**src/rtl/rtr_pkg.sv**
```systemverilog
package rtr_pkg;

  localparam int BYTE_W = 8;
  typedef logic [BYTE_W-1:0] byte_t;

  typedef enum logic [1:0] {
    ST_ADDR = 2'd0,
    ST_LEN  = 2'd1,
    ST_BODY = 2'd2,
    ST_CHK  = 2'd3
  } rtr_state_e;

  // running check value: fold one more byte into the accumulator
  function automatic byte_t chk_fold(input byte_t acc_v, input byte_t b);
    return acc_v ^ b;
  endfunction

  // keep the lowest set bit of a request vector
  function automatic logic [31:0] lowest_bit(input logic [31:0] v);
    return v & (~v + 32'd1);
  endfunction

endpackage

```
**src/rtl/rtr_addr_match.sv**
```systemverilog
module rtr_addr_match
  import rtr_pkg::*;
#(
  parameter int NPORTS = 4
) (
  input  byte_t                    addr,
  input  logic [NPORTS*BYTE_W-1:0] port_addr,
  output logic [NPORTS-1:0]        hit_sel
);

  logic [NPORTS-1:0] eq;
  logic [31:0]       eq_w;
  logic [31:0]       pick;

  for (genvar i = 0; i < NPORTS; i++) begin : g_cmp
    assign eq[i] = (port_addr[i*BYTE_W +: BYTE_W] == addr);
  end

  assign eq_w    = 32'(eq);
  assign pick    = lowest_bit(eq_w);
  assign hit_sel = pick[NPORTS-1:0];

endmodule

```
**src/rtl/rtr_fifo.sv**
```systemverilog
module rtr_fifo
  import rtr_pkg::*;
#(
  parameter int DEPTH = 16
) (
  input  logic  clk,
  input  logic  rst_n,
  input  logic  wr,
  input  byte_t wdata,
  input  logic  rd,
  output byte_t rdata,
  output logic  empty,
  output logic  full
);

  localparam int AW = (DEPTH > 1) ? $clog2(DEPTH) : 1;
  localparam int CW = AW + 1;

  byte_t         mem [DEPTH];
  logic [AW-1:0] wptr, rptr;
  logic [CW-1:0] cnt;
  logic          do_wr, do_rd;

  assign empty = (cnt == '0);
  assign full  = (cnt == CW'(DEPTH));
  assign do_wr = wr & ~full;
  assign do_rd = rd & ~empty;
  assign rdata = mem[rptr];

  function automatic logic [AW-1:0] ptr_next(input logic [AW-1:0] p);
    return (p == AW'(DEPTH - 1)) ? '0 : p + AW'(1);
  endfunction

  always_ff @(posedge clk) begin
    if (do_wr) mem[wptr] <= wdata;
  end

  always_ff @(posedge clk or negedge rst_n) begin
    if (!rst_n) begin
      wptr <= '0;
      rptr <= '0;
      cnt  <= '0;
    end else begin
      if (do_wr) wptr <= ptr_next(wptr);
      if (do_rd) rptr <= ptr_next(rptr);
      case ({do_wr, do_rd})
        2'b10:   cnt <= cnt + CW'(1);
        2'b01:   cnt <= cnt - CW'(1);
        default: cnt <= cnt;
      endcase
    end
  end

endmodule

```
**src/rtl/rtr_ctrl.sv**
```systemverilog
module rtr_ctrl
  import rtr_pkg::*;
#(
  parameter int NPORTS = 4,
  parameter int LEN_W  = 6
) (
  input  logic              clk,
  input  logic              rst_n,
  input  logic              in_valid,
  input  byte_t             in_data,
  input  logic [NPORTS-1:0] hit_sel,
  input  logic [NPORTS-1:0] full,
  output logic              suspend,
  output logic              err,
  output logic              acc,
  output logic              drop_hdr,
  output logic [NPORTS-1:0] wr_en
);

  rtr_state_e        state;
  logic [NPORTS-1:0] tgt;
  logic [NPORTS-1:0] tgt_now;
  byte_t             par;
  logic [LEN_W-1:0]  rem;
  logic [LEN_W-1:0]  len_f;

  assign len_f    = in_data[LEN_W-1:0];
  assign tgt_now  = (state == ST_ADDR) ? hit_sel : tgt;
  assign suspend  = |(tgt_now & full);
  assign acc      = in_valid & ~suspend;
  assign wr_en    = acc ? tgt_now : '0;
  assign drop_hdr = acc && (state == ST_ADDR) && (hit_sel == '0);

  always_ff @(posedge clk or negedge rst_n) begin
    if (!rst_n) begin
      state <= ST_ADDR;
      tgt   <= '0;
      par   <= '0;
      rem   <= '0;
      err   <= 1'b0;
    end else begin
      err <= 1'b0;
      if (acc) begin
        case (state)
          ST_ADDR: begin
            tgt   <= hit_sel;
            par   <= in_data;
            state <= ST_LEN;
          end
          ST_LEN: begin
            par   <= chk_fold(par, in_data);
            rem   <= len_f;
            state <= (len_f == '0) ? ST_CHK : ST_BODY;
          end
          ST_BODY: begin
            par <= chk_fold(par, in_data);
            rem <= rem - LEN_W'(1);
            if (rem == LEN_W'(1)) state <= ST_CHK;
          end
          default: begin
            err   <= (in_data != par);
            state <= ST_ADDR;
          end
        endcase
      end
    end
  end

endmodule

```
**src/rtl/pkt_router.sv**
```systemverilog
module pkt_router
  import rtr_pkg::*;
#(
  parameter int NPORTS = 4,
  parameter int DEPTH  = 16,
  parameter int LEN_W  = 6
) (
  input  logic                    clk,
  input  logic                    rst_n,
  input  logic                    in_valid,
  input  logic [BYTE_W-1:0]       in_data,
  input  logic [NPORTS*BYTE_W-1:0] port_addr,
  output logic                    suspend,
  output logic                    err,
  input  logic [NPORTS-1:0]       rd_en,
  output logic [NPORTS-1:0]       out_valid,
  output logic [NPORTS*BYTE_W-1:0] out_data
);

  logic [NPORTS-1:0] hit_sel;
  logic [NPORTS-1:0] full_v;
  logic [NPORTS-1:0] empty_v;
  logic [NPORTS-1:0] wr_en;
  logic              acc;
  logic              drop_hdr;

  rtr_addr_match #(.NPORTS(NPORTS)) u_match (
    .addr     (in_data),
    .port_addr(port_addr),
    .hit_sel  (hit_sel)
  );

  rtr_ctrl #(.NPORTS(NPORTS), .LEN_W(LEN_W)) u_ctrl (
    .clk     (clk),
    .rst_n   (rst_n),
    .in_valid(in_valid),
    .in_data (in_data),
    .hit_sel (hit_sel),
    .full    (full_v),
    .suspend (suspend),
    .err     (err),
    .acc     (acc),
    .drop_hdr(drop_hdr),
    .wr_en   (wr_en)
  );

  for (genvar i = 0; i < NPORTS; i++) begin : g_port
    rtr_fifo #(.DEPTH(DEPTH)) u_fifo (
      .clk  (clk),
      .rst_n(rst_n),
      .wr   (wr_en[i]),
      .wdata(in_data),
      .rd   (rd_en[i]),
      .rdata(out_data[i*BYTE_W +: BYTE_W]),
      .empty(empty_v[i]),
      .full (full_v[i])
    );
  end

  assign out_valid = ~empty_v;

endmodule

```
**config.mk**
```make
export PLATFORM = sky130hd
export DESIGN_NAME = pkt_router
export DESIGN_NICKNAME = d
export VERILOG_FILES = /design/src/rtl/rtr_pkg.sv /design/src/rtl/rtr_addr_match.sv /design/src/rtl/rtr_fifo.sv /design/src/rtl/rtr_ctrl.sv /design/src/rtl/pkt_router.sv
export SDC_FILE = /design/constraint.sdc
export NUM_CORES = 1
export LEC_CHECK = 0
export BUFFER_PORTS_ARGS = -buffer_cell sky130_fd_sc_hd__buf_2
export CAP_MARGIN = 20
export CORE_MARGIN = 2
export CORE_UTILIZATION = 67
export DETAILED_ROUTE_END_ITERATION = 12
export PLACE_DENSITY = 0.94
export SLEW_MARGIN = 20
export SYNTH_ARGS = -nofsm -noshare
export SYNTH_HDL_FRONTEND = slang
export SYNTH_HIERARCHICAL = 1
export SYNTH_SLANG_ARGS = --single-unit
```
**constraint.sdc**
```tcl
create_clock -name clk -period 6.3 [get_ports clk]
set_input_delay 1.26 -clock clk [delete_from_list [all_inputs] [get_ports clk]]
set_output_delay 1.26 -clock clk [all_outputs]
set_load 0.005 [all_outputs]
```
# Word-level counts from Yosys, hierarchy flattened
# Memory sizes are Yosys's and may differ from the RTL's.
# Index checks and enable logic that the tools add are counted.
[word_totals]
register_bits = 73
latchBits = 0
wordCells = 138
inputBits = 47
ram_bits = 512
memories = 4
mem_bits_ro = 0
[mem_list]
columns = ["memory", "words", "width", "rd", "rd_clocked_by_memory_dff", "write_ports", "line", "text"]
rows = [
  ["g_port[0].u_fifo.mem", 16, 8, 1, 0, 1, "rtr_fifo.sv:19", "byte_t mem [DEPTH];"],
  ["g_port[1].u_fifo.mem", 16, 8, 1, 0, 1, "rtr_fifo.sv:19", ""],
  ["g_port[2].u_fifo.mem", 16, 8, 1, 0, 1, "rtr_fifo.sv:19", ""],
  ["g_port[3].u_fifo.mem", 16, 8, 1, 0, 1, "rtr_fifo.sv:19", ""],
]
[op_classes]
mux = 29
multipliers = 0
div = 0
eq_ne = 29
add_sub_neg = 18
magnitude_cmp = 0
shifts = 0
n_bitwise = 23
n_reduce_logical = 18
[ops]
columns = ["op", "count"]
rows = [
  ["$mux 4", 10],
  ["$pmux 5 s2", 4],
  ["$add 4x1->4 const B", 9],
  ["$eq 4x4->1 const B", 8],
  ["$eq 8x8->1", 4],
  ["$add 5x1->5 const B", 4],
  ["$eq 5x5->1 const B", 4],
  ["$logic_not 5->1", 4],
  ["$sub 5x1->5 const B", 4],
  ["$pmux 8 s2", 1],
  ["$pmux 6 s2", 1],
  ["$reduce_bool 2->1", 6],
  ["$mux 1", 11],
  ["$eq 2x1->1 const B", 5],
  ["$eq 2x2->1 const B", 5],
  ["$and 1x1->1", 9],
  ["$not 1->1", 9],
  ["$and 4x4->4", 2],
  ["$ne 8x8->1", 1],
  ["$not 4->4", 2],
  ["$xor 8x8->8", 1],
  ["$eq 6x1->1 const B", 1],
  ["$logic_not 6->1", 1],
  ["$pmux 2 s3", 1],
  ["8 further kinds", 10],
]

# Longest topological paths before layout
# Gate-level depths: netlist of the first run.
[logic_depth]
word_depth = 13
ltp_mapped = 20

# Cells and area by module
# Netlist of the first run, hierarchy kept.
[modules_own_cells]
columns = ["mod", "area_per_inst_um2", "seq_area_each_um2", "cells_each", "instances"]
rows = [
  ["rtr_fifo at g_port[0].u_fifo ...", 5765.5, 4169.0, 311, 3],
  ["rtr_fifo at g_port[3].u_fifo", 5885.6, 4169.0, 324, 1],
  ["rtr_ctrl", 1372.6, 525.5, 146, 1],
  ["rtr_addr_match", 382.9, 0.0, 46, 1],
  ["pkt_router", 15.0, 0.0, 4, 1],
]

# Worst setup path before layout of the first run
# Ideal clock, no wire load.
[synth_path]
path_type = "input port to flip-flop"
start = "input in_data[2]"
end = "register g_port[0].u_fifo.cnt[4]"
setup_slack_ns = 1.359
cell_stages = 18
t_arrival_ns = 4.861
path_buffers = 2
cell_sequence = "xnor2_1 -> nand4_1 -> nor2_2 -> nor3_1 -> mux2_4 -> a222oi_1 -> and3_1 -> buf_6 -> and2_1 -> a21boi_0 -> buf_2 -> inv_1 -> ha_1 -> fa_1 -> a21o_1 -> a21oi_1 -> mux2i_1 -> xnor2_1"
[synth_between]
elab_chain_cells = 13
[synth_lines]
columns = ["element", "line", "text"]
rows = [
  ["from (decl)", "pkt_router.sv:11", "input logic [BYTE_W-1:0] in_data,"],
  ["$eq 8x8->1 (*)", "rtr_addr_match.sv:16", "assign eq[i] = (port_addr[i*BYTE_W +: BYTE_W] == addr);"],
  ["$not 4->4", "rtr_pkg.sv:20", "return v & (~v + 32'd1);"],
  ["$add 4x1->4", "rtr_pkg.sv:20", ""],
  ["$and 4x4->4 (*)", "rtr_pkg.sv:20", ""],
  ["via hit_sel[0]", "pkt_router.sv:20", "logic [NPORTS-1:0] hit_sel;"],
  ["$mux 4 (*)", "rtr_ctrl.sv:28", "assign tgt_now = (state == ST_ADDR) ? hit_sel : tgt;"],
  ["$and 4x4->4 (*)", "rtr_ctrl.sv:29", "assign suspend = |(tgt_now & full);"],
  ["$reduce_or 4->1 (*)", "rtr_ctrl.sv:29", ""],
  ["$not 1->1 (*)", "rtr_ctrl.sv:30", "assign acc = in_valid & ~suspend;"],
  ["$and 1x1->1 (*)", "rtr_ctrl.sv:30", ""],
  ["via acc", "pkt_router.sv:24", "logic acc;"],
  ["$mux 4 (*)", "rtr_ctrl.sv:31", "assign wr_en = acc ? tgt_now : '0;"],
  ["via wr_en[0]", "pkt_router.sv:23", "logic [NPORTS-1:0] wr_en;"],
  ["$and 1x1->1 (*)", "rtr_fifo.sv:26", "assign do_wr = wr & ~full;"],
  ["$eq 2x1->1 / $eq 2x2->1 (equally long branches)", "rtr_fifo.sv:46", "case ({do_wr, do_rd})"],
  ["$pmux 5 s2 / $reduce_bool 2->1 (equally long branches)", "--", ""],
  ["to (signal assigned)", "rtr_fifo.sv:47", "2'b10: cnt <= cnt + CW'(1);"],
  ["to (signal assigned)", "rtr_fifo.sv:48", "2'b01: cnt <= cnt - CW'(1);"],
  ["to (signal assigned)", "rtr_fifo.sv:49", "default: cnt <= cnt;"],
  ["to (decl)", "rtr_fifo.sv:21", "logic [CW-1:0] cnt;"],
]
# Mark *: on every way through the listed nets, which the timed path passes. The rest lies on a longest branch.
# A chain may end at the register's enable or synchronous reset.

# Worst setup path after layout of the first run
[layout_path]
start = "input in_data[6]"
end = "register g_port[3].u_fifo.cnt[4]"
[layout_between]
elab_chain_cells = 13
[layout_lines]
columns = ["element", "line"]
rows = [
  ["$eq 8x8->1 (*)", "rtr_addr_match.sv:16"],
  ["$not 4->4", "rtr_pkg.sv:20"],
  ["$add 4x1->4", "rtr_pkg.sv:20"],
  ["$and 4x4->4 (*)", "rtr_pkg.sv:20"],
  ["via hit_sel[0]", "pkt_router.sv:20"],
  ["$mux 4 (*)", "rtr_ctrl.sv:28"],
  ["$and 4x4->4 (*)", "rtr_ctrl.sv:29"],
  ["$reduce_or 4->1 (*)", "rtr_ctrl.sv:29"],
  ["$not 1->1 (*)", "rtr_ctrl.sv:30"],
  ["$and 1x1->1 (*)", "rtr_ctrl.sv:30"],
  ["via acc", "pkt_router.sv:24"],
  ["$mux 4 (*)", "rtr_ctrl.sv:31"],
  ["via wr_en[3]", "pkt_router.sv:23"],
  ["$and 1x1->1 (*)", "rtr_fifo.sv:26"],
  ["$eq 2x1->1 / $eq 2x2->1 (equally long branches)", "rtr_fifo.sv:46"],
  ["$pmux 5 s2 / $reduce_bool 2->1 (equally long branches)", "--"],
  ["to (signal assigned)", "rtr_fifo.sv:47"],
  ["to (signal assigned)", "rtr_fifo.sv:48"],
  ["to (signal assigned)", "rtr_fifo.sv:49"],
  ["to (decl)", "rtr_fifo.sv:21"],
]
# Marked as above.

==> results of run 1 <==
==> power by group <==
part           internal, mW  total, mW  switching [mW]
Clock                  2.02       3.44            1.42
Sequential             4.43       4.98           0.554
Combinational          1.62       3.46            1.84
==> state kept, by name, summed over array words and instances (netlist names) <==
register / flops
g_port.u_fifo/cnt: 20
u_ctrl/par: 8
u_ctrl/err: 1
g_port.u_fifo/mem: 512
g_port.u_fifo/wptr: 16
g_port.u_fifo/rptr: 16
u_ctrl/state: 2
u_ctrl/tgt: 4
u_ctrl/rem: 6
==> worst paths after layout <==
check,startpoint,to,slack [ps],cells after the start
worst max-delay path,in_data[6],g_port[3].u_fifo/cnt[4]$_DFFE_PN0P_,470,19
worst min-delay path,u_ctrl/tgt[1]$_DFFE_PN0N_,u_ctrl/tgt[1]$_DFFE_PN0N_,530,1
worst max register to register,u_ctrl/state[0]$_DFFE_PN0P_,g_port[3].u_fifo/cnt[4]$_DFFE_PN0P_,1430,16
worst min register to register,u_ctrl/tgt[1]$_DFFE_PN0N_,u_ctrl/tgt[1]$_DFFE_PN0N_,530,1
max in group asynchronous,rst_n,g_port[0].u_fifo/rptr[1]$_DFFE_PN0P_,4730,1
min in group asynchronous,rst_n,g_port[2].u_fifo/wptr[2]$_DFFE_PN0P_,830,1
==> final cells by class <==
cell class                 instances  area share, %
multi-input combinational        757           25.9
tap                              468           2.11
inverter                          38          0.514
timing repair buffer             124           2.65
sequential                       585           62.0
clock buffer                      73           5.61
clock inverter                    26           1.16
antenna                            8         0.0721
==> per-stage QoR <==
| step | setup slack, ps | cells | utilization, % | instance area, µm² |
|---|---|---|---|---|
| floorplan | 1390 | 1451 | - | 24900 |
| global placement | 547 | 1971 | 70.5 | 25800 |
| detailed placement | 378 | 1971 | 70.5 | 25800 |
| CTS | 622 | 2070 | 75.7 | 27700 |
| global route | 308 | 2075 | 75.8 | 27700 |
| finish | 473 | 2079 | 75.8 | 27700 |
==> worst max-delay path: stages <==
cell      delay, ps
buf_2           560
xnor2_1         220
nand4_1         160
nor2_2          230
nor3_1          110
mux2_1          340
a222oi_1        290
buf_4           200
and3_1          370
and2_1          210
and2_1          350
inv_1           140
ha_1            280
ha_1            350
nor2b_1         160
o21ai_0         340
a21oi_1         140
or3b_1          400
xnor2_1         140
==> per-layer routing <==
layer  up-vias  share of wire [%]  track usage, %
met5         -              0.061               0
met2      1025                 50            52.1
met4         6                4.0            11.3
met1      7353                 35            41.1
met3       198                 10            6.90
li1       5952                  -               -
==> impl_metrics.env, run 1 <==
export IMPL_status="finished, final reports clean"
export IMPL_seq_area_mm2=0.0172
export IMPL_whs_ps=528
export IMPL_clkLatencyLatePin_ps=600
export IMPL_cts_root_buffer="clkbuf_16"
export IMPL_ctsHoldBuffers=0
export IMPL_port_buffers=84
export IMPL_slew_headroom_pct=30.9
export IMPL_ant_nets=0
export IMPL_grt_pass1_vias=14600
export IMPL_dieArea_mm2=0.0388
export IMPL_cts_buffers=53
export IMPL_worstMarginPinSlew_ps=1030
export IMPL_viasPerCell=6.99
export IMPL_ctsResizeCount=0
export IMPL_critical_path_class="input port to flip-flop"
export IMPL_gp_congestion=0.865
export IMPL_drtIter0Drc=2259
export IMPL_drive_above_1_share_pct=21.9
export IMPL_fmax_mhz=172
export IMPL_num_rows=70
export IMPL_power_mw=11.9
export IMPL_grt_pass1_wl_mm=89.4
export IMPL_cts_sinks=585
export IMPL_hpwl_mm=35.7
export IMPL_finalSetupViolations=0
export IMPL_yosys_warnings=6
export IMPL_fin_skew_ps=21.0
export IMPL_fin_setup_tns_ps=0
export IMPL_syn2layout_area_growth_pct=11.3
export IMPL_end_kind="flip-flop"
export IMPL_gr_total_overflow=0
export IMPL_antenna_found_initial=10
export IMPL_wire_per_inst_um=29.3
export IMPL_cap_violations=0
export IMPL_io_pin_count=85
export IMPL_drc_errors=0
export IMPL_hold_viol_final=0
export IMPL_core_mm2=0.0366
export IMPL_synthesis_area_mm2=0.0249
export IMPL_p_leak_nw=9.60
export IMPL_first_pass_iters=5
export IMPL_clockBufferDepth=3
export IMPL_hold_path_class="flip-flop to flip-flop"
export IMPL_dieWidth_um=197
export IMPL_cts_setup_buffers=0
export IMPL_cts_tree="built"
export IMPL_multi_input_area_mm2=0.00717
export IMPL_layout_commonest_cell="edfxtp_1"
export IMPL_start_kind="input port"
export IMPL_rsz0062_at_grt="no"
export IMPL_finalMaxSlewViolations=0
export IMPL_postSynthCellCount=1451
export IMPL_final_cell_mix="edfxtp_1 (512), mux4_2 (90), buf_2 (83)"
export IMPL_nFillCells=1833
export IMPL_grt_use_total_pct=31.2
export IMPL_start_util_pct=68.1
export IMPL_nNetsFinal=1652
export IMPL_fin_crit_ps=5830
export IMPL_layout_worst_path_cycle_share_pct=92.5
export IMPL_cts_clk_slew_worst_paths_ps=70
export IMPL_required_ps=6760
export IMPL_mappedNetlistNets=1544
export IMPL_cp_max_fo=29
export IMPL_vias=14500
export IMPL_die_h_um=197
export IMPL_arrival_ps=6290
export IMPL_htreeDepth=2
export IMPL_peakVddDrop_mv=0.225
export IMPL_drt_total_wl_mm=60.8
export IMPL_grt_max_degree=74
export IMPL_powerDensity_mw_per_mm2=428
export IMPL_syn_avg_cell_area_um2=17.2
No activity file was read; power rests on OpenSTA's default activity.
==> run 2, diff against run 1 <==
--- a/config.mk
+++ b/config.mk
@@ -8,9 +8,10 @@
 export BUFFER_PORTS_ARGS = -buffer_cell sky130_fd_sc_hd__buf_2
 export CAP_MARGIN = 20
 export CORE_MARGIN = 2
-export CORE_UTILIZATION = 67
+export CORE_UTILIZATION = 45
+export CTS_CLUSTER_DIAMETER = 100
 export DETAILED_ROUTE_END_ITERATION = 12
-export PLACE_DENSITY = 0.94
+export PLACE_DENSITY = 0.7
 export SLEW_MARGIN = 20
 export SYNTH_ARGS = -nofsm -noshare
 export SYNTH_HDL_FRONTEND = slang
==> impl_metrics.env, run 2 (same netlist as run 1, synthesis figures left out) <==
export IMPL_cts_sinks=585
export IMPL_peakVddDrop_mv=0.244
export IMPL_required_ps=6790
export IMPL_cap_violations=0
export IMPL_die_h_um=239
export IMPL_layout_worst_path_cycle_share_pct=82.0
export IMPL_num_rows=86
export IMPL_start_util_pct=45.4
export IMPL_ctsResizeCount=0
export IMPL_core_mm2=0.0550
export IMPL_critical_path_class="input port to flip-flop"
export IMPL_fin_setup_tns_ps=0
export IMPL_dp_slack_ps=606
export IMPL_largestRegisters="g_port.u_fifo/mem: 512 flops, g_port.u_fifo/cnt: 20 flops"
export IMPL_port_buffers=84
export IMPL_cts_setup_buffers=0
export IMPL_placed_area_mm2=0.0262
export IMPL_nFillCells=4396
export IMPL_dieArea_mm2=0.0573
export IMPL_gp_congestion=0.831
export IMPL_wire_per_inst_um=22.6
export IMPL_slew_headroom_pct=30.9
export IMPL_fin_util_pct=51.0
export IMPL_fmax_mhz=194
export IMPL_layout_commonest_cell="edfxtp_1"
export IMPL_hold_path_class="flip-flop to flip-flop"
export IMPL_drc_errors=0
export IMPL_largest_reg_flops=512
export IMPL_htreeDepth=2
export IMPL_postLayoutCellArea_mm2=0.0281
export IMPL_p_leak_nw=9.57
export IMPL_hpwl_mm=33.2
export IMPL_arrival_ps=5660
export IMPL_vias=13300
export IMPL_status="finished, final reports clean"
export IMPL_crit_chain="buf_2 -> xnor2_1 -> nand4_1 -> o211ai_1 -> nor3_1 -> mux2_1 -> a222oi_1 -> buf_4 -> and3_1 -> and2_1 -> and2_1 -> inv_1 -> ha_1 -> ha_1 -> nor2b_1 -> o21ai_0 -> a21oi_1 -> or3b_1 -> xnor2_1"
export IMPL_antenna_found_initial=6
export IMPL_ctsHoldBuffers=0
export IMPL_first_pass_iters=5
export IMPL_largest_register="g_port.u_fifo/mem"
export IMPL_nNetsFinal=1654
export IMPL_start_kind="input port"
export IMPL_worst_slack_ps=1130
export IMPL_finalMaxSlewViolations=0
export IMPL_drive_above_1_share_pct=21.5
export IMPL_crit_slowest_cell="buf_2"
export IMPL_cts_root_buffer="clkbuf_16"
export IMPL_clkLatencyLatePin_ps=620
export IMPL_viasPerCell=5.62
export IMPL_final_cell_mix="edfxtp_1 (512), mux4_2 (90), buf_2 (83)"
export IMPL_dieWidth_um=239
export IMPL_rsz0062_at_grt="no"
export IMPL_grt_pass1_wl_mm=81.5
export IMPL_grt_max_degree=74
export IMPL_end_kind="flip-flop"
export IMPL_drtIter0Drc=1202
export IMPL_cp_max_fo=21
export IMPL_fin_crit_ps=5170
export IMPL_finalSetupViolations=0
export IMPL_ant_nets=0
export IMPL_cts_tree="built"
export IMPL_drt_total_wl_mm=53.3
export IMPL_hold_viol_final=0
export IMPL_cts_buffers=58
export IMPL_io_pin_count=85
export IMPL_gr_total_overflow=0
export IMPL_clockBufferDepth=3
export IMPL_worst_r2r_setup_slack_ps=2000
export IMPL_fin_skew_ps=15.2
export IMPL_cts_clk_slew_worst_paths_ps=60
export IMPL_syn2layout_area_growth_pct=12.5
export IMPL_cpPeakStageDelay_ps=380
export IMPL_grt_use_total_pct=18.9
export IMPL_whs_ps=518
export IMPL_grt_pass1_vias=13400
export IMPL_powerDensity_mw_per_mm2=413
export IMPL_worstMarginPinSlew_ps=1030
## run 2: cell count changes in the layout (fill, tap and decap cells not counted), sizes merged
cell and delta:
clkbuf +8, diode -6, clkinv +4, buf -3, bufinv -3, clkinvlp +3
inv -1
## run 2: metal layers
metal	track usage (%)	share of wire (%)	up-vias
li1	-	-	5949
met4	5.17	2.4	2
met5	0	0.015	-
met1	26.6	43	6835
met2	30.4	48	386
met3	3.69	5.7	91
## run 2: area by class of cell
cell class              count  area [µm²]  area share, %
inverters                  38         143          0.508
clock buffers              81        1620           5.78
diodes                      2        5.00         0.0178
multi-input cells         757        7170           25.6
well taps                 748         936           3.34
flip-flops and latches    585       17200           61.3
clock inverters            29         256          0.914
repair buffers            121         713           2.54
## run 2: worst max-delay path, delay by kind of cell
| family | cells | cell delay [ps] |
|---|---|---|
| adders and majority gates | 2 | 600 |
| and+or+nand+nor | 7 | 1610 |
| muxes | 1 | 330 |
| buffers and inverters | 3 | 690 |
| xor gates and xnor gates | 2 | 320 |
| AOI/OAI and AO/OA | 4 | 840 |
## run 2: worst paths after layout
path,startpoint,cells after the start,endpoint
worst min register to register,u_ctrl/tgt[0]$_DFFE_PN0N_,1,u_ctrl/tgt[0]$_DFFE_PN0N_
worst min-delay path,u_ctrl/tgt[0]$_DFFE_PN0N_,1,u_ctrl/tgt[0]$_DFFE_PN0N_
worst max-delay path,in_data[3],19,g_port[3].u_fifo/cnt[4]$_DFFE_PN0P_
max in group asynchronous,rst_n,1,g_port[1].u_fifo/rptr[1]$_DFFE_PN0P_
worst max register to register,u_ctrl/state[1]$_DFFE_PN0P_,16,g_port[3].u_fifo/cnt[4]$_DFFE_PN0P_
min in group asynchronous,rst_n,1,g_port[2].u_fifo/wptr[2]$_DFFE_PN0P_
## run 2: through the flow
step / instances / total power, mW
6_report: 2361 / 11.6
2_1_floorplan: 1451 / 7.35
3_5_place_dp: 2248 / 8.29
4_1_cts: 2358 / 11.7
5_1_grt: 2360 / 12.2
3_3_place_gp: 2248 / 8.20
## run 2: power by group
part / internal [mW] / total, mW / switching (mW)
combinational: 1.61 / 3.26 / 1.66
clock: 1.96 / 3.38 / 1.42
sequential: 4.43 / 4.94 / 0.509
==> run 3, diff against run 2 <==
==> constraint.sdc (replaced) <==
create_clock -name clk -period 4.81 [get_ports clk]
set_input_delay 0.962 -clock clk [delete_from_list [all_inputs] [get_ports clk]]
set_output_delay 0.962 -clock clk [all_outputs]
set_load 0.005 [all_outputs]
==> impl_metrics.env, run 3 (same netlist as run 1, synthesis figures left out) <==
export IMPL_drt_total_wl_mm=53.8
export IMPL_grt_max_degree=74
export IMPL_ff2ff_path_depth=15
export IMPL_cts_setup_buffers=0
export IMPL_hpwl_mm=33.7
export IMPL_nFillCells=4371
export IMPL_setup_worst_path_start="in_data[1]"
export IMPL_first_pass_iters=5
export IMPL_dieArea_mm2=0.0573
export IMPL_fin_skew_ps=17.5
export IMPL_ctsResizeCount=0
export IMPL_cts_clk_slew_worst_paths_ps=60
export IMPL_cts_tree="built"
export IMPL_critical_path_class="input port to flip-flop"
export IMPL_gr_total_overflow=0
export IMPL_worstMarginPinSlew_ps=953
export IMPL_grt_use_total_pct=19.1
export IMPL_powerDensity_mw_per_mm2=534
export IMPL_dieWidth_um=239
export IMPL_wire_per_inst_um=22.1
export IMPL_start_kind="input port"
export IMPL_grt_pass1_vias=13900
export IMPL_drtIter0Drc=1247
export IMPL_cap_violations=0
export IMPL_path_buf_inv=4
export IMPL_gp_congestion=0.789
export IMPL_finalMaxSlewViolations=0
export IMPL_peakVddDrop_mv=0.291
export IMPL_status="finished, final reports clean"
export IMPL_dp_slack_ps=-200
export IMPL_crit_end="g_port[3].u_fifo/cnt[4]$_DFFE_PN0P_"
export IMPL_cts_buffers=57
export IMPL_crit_chain="buf_2 -> buf_12 -> xnor2_1 -> nand4_1 -> o211ai_1 -> nor3_1 -> buf_4 -> mux2_1 -> a222oi_1 -> and3_1 -> and2_1 -> and2_1 -> inv_1 -> ha_1 -> ha_1 -> nor2b_1 -> o21ai_0 -> a21oi_1 -> or3b_1 -> xnor2_1"
export IMPL_ant_nets=0
export IMPL_required_ps=5300
export IMPL_cts_root_buffer="clkbuf_16"
export IMPL_io_pin_count=85
export IMPL_clkLatencyLatePin_ps=610
export IMPL_antenna_found_initial=5
export IMPL_htreeDepth=2
export IMPL_whs_ps=375
export IMPL_drc_errors=0
export IMPL_crit_slowest_cell="or3b_1"
export IMPL_r2r_end="g_port[3].u_fifo/cnt[4]$_DFFE_PN0P_"
export IMPL_syn2layout_area_growth_pct=14.7
export IMPL_finalSetupViolations=0
export IMPL_grt_pass1_wl_mm=82.3
export IMPL_slew_headroom_pct=36.5
export IMPL_path_depth=20
export IMPL_cp_max_fo=12
export IMPL_layout_worst_path_cycle_share_pct=93.2
export IMPL_fmax_mhz=223
export IMPL_hold_path_class="input port to async pin"
export IMPL_rsz0062_at_grt="no"
export IMPL_p_leak_nw=9.98
export IMPL_path_delay_family="simple AND/OR/NAND/NOR gates"
export IMPL_die_h_um=239
export IMPL_ctsHoldBuffers=0
export IMPL_vias=13500
export IMPL_largest_reg_flops=512
export IMPL_worst_r2r_setup_slack_ps=830
export IMPL_fin_crit_ps=4480
export IMPL_final_cell_mix="edfxtp_1 (512), buf_4 (113), mux4_2 (90)"
export IMPL_port_buffers=84
export IMPL_viasPerCell=5.56
export IMPL_largestRegisters="g_port.u_fifo/mem: 512 flops, g_port.u_fifo/cnt: 20 flops"
export IMPL_hold_viol_final=0
export IMPL_num_rows=86
export IMPL_largest_register="g_port.u_fifo/mem"
export IMPL_cts_sinks=585
export IMPL_worst_slack_ps=328
export IMPL_nNetsFinal=1730
export IMPL_antennaDiodeCount=0
export IMPL_clockBufferDepth=3
export IMPL_arrival_ps=4970
export IMPL_core_mm2=0.0550
export IMPL_cpPeakStageDelay_ps=370
export IMPL_r2r_start="u_ctrl/state[0]$_DFFE_PN0P_"
export IMPL_drive_above_1_share_pct=25.1
export IMPL_layout_commonest_cell="edfxtp_1"
export IMPL_end_kind="flip-flop"
export IMPL_start_util_pct=45.4
[run 3: changes by cell type in the layout (fill, tap and decap cells not counted), sizes merged]
| cell | previous run | this run |
|---|---|---|
| buf | 121 | 198 |
| clkbuf | 81 | 75 |
| clkinvlp | 4 | 1 |
| bufinv | 4 | 6 |
| clkinv | 19 | 21 |
| diode | 2 | 0 |
[run 3: per-stage QoR]
stage | instance area, µm² | std cells | total power, mW | util [%] | setup TNS [ps]
6_report | 28600 | 2431 | 15.3 | 52.0 | 0
5_1_grt | 28600 | 2431 | 16.0 | 52.0 | 0
4_1_cts | 28600 | 2431 | 15.4 | 52.0 | 0
3_5_place_dp | 26700 | 2326 | 11.0 | 48.6 | -788
3_3_place_gp | 26700 | 2326 | 10.8 | 48.6 | -33.4
2_1_floorplan | 24900 | 1451 | 9.63 | - | 0
[run 3: routing by layer]
layer  track usage, %  up-vias  share of wire (%)
met2             32.0      326                 49
li1                 -     6096                  -
met3             3.01       81                4.6
met4             5.19        4                2.3
met5                0        -              0.045
met1             26.0     6999                 44
[run 3: area by class of cell]
class	count	area [µm²]	area share, %
sequential	585	17200	60.2
multi-input combinational	757	7170	25.1
clock buffer	75	1560	5.44
timing repair buffer	198	1290	4.53
tap	748	936	3.27
clock inverter	30	298	1.04
inverter	38	143	0.499
[run 3: how the worst min path moves through the flow]
| stage | start | to |
|---|---|---|
| global placement | u_ctrl/rem[4]$_DFFE_PN0P_ | u_ctrl/rem[4]$_DFFE_PN0P_ |
| floorplan | u_ctrl/rem[4]$_DFFE_PN0P_ | u_ctrl/rem[4]$_DFFE_PN0P_ |
| finish | rst_n | g_port[2].u_fifo/wptr[2]$_DFFE_PN0P_ |
| detailed placement | u_ctrl/tgt[3]$_DFFE_PN0N_ | u_ctrl/tgt[3]$_DFFE_PN0N_ |
| global route | rst_n | g_port[2].u_fifo/wptr[3]$_DFFE_PN0P_ |
| CTS | u_ctrl/tgt[3]$_DFFE_PN0N_ | u_ctrl/tgt[3]$_DFFE_PN0N_ |
[run 3: where the power goes]
| part | total, mW | switching [mW] | leakage [nW] | internal (mW) |
|---|---|---|---|---|
| clock | 4.44 | 1.85 | 0.911 | 2.59 |
| combinational | 4.33 | 2.16 | 3.60 | 2.16 |
| sequential | 6.52 | 0.718 | 5.47 | 5.80 |
| total | 15.3 | 4.73 | 9.98 | 10.6 |
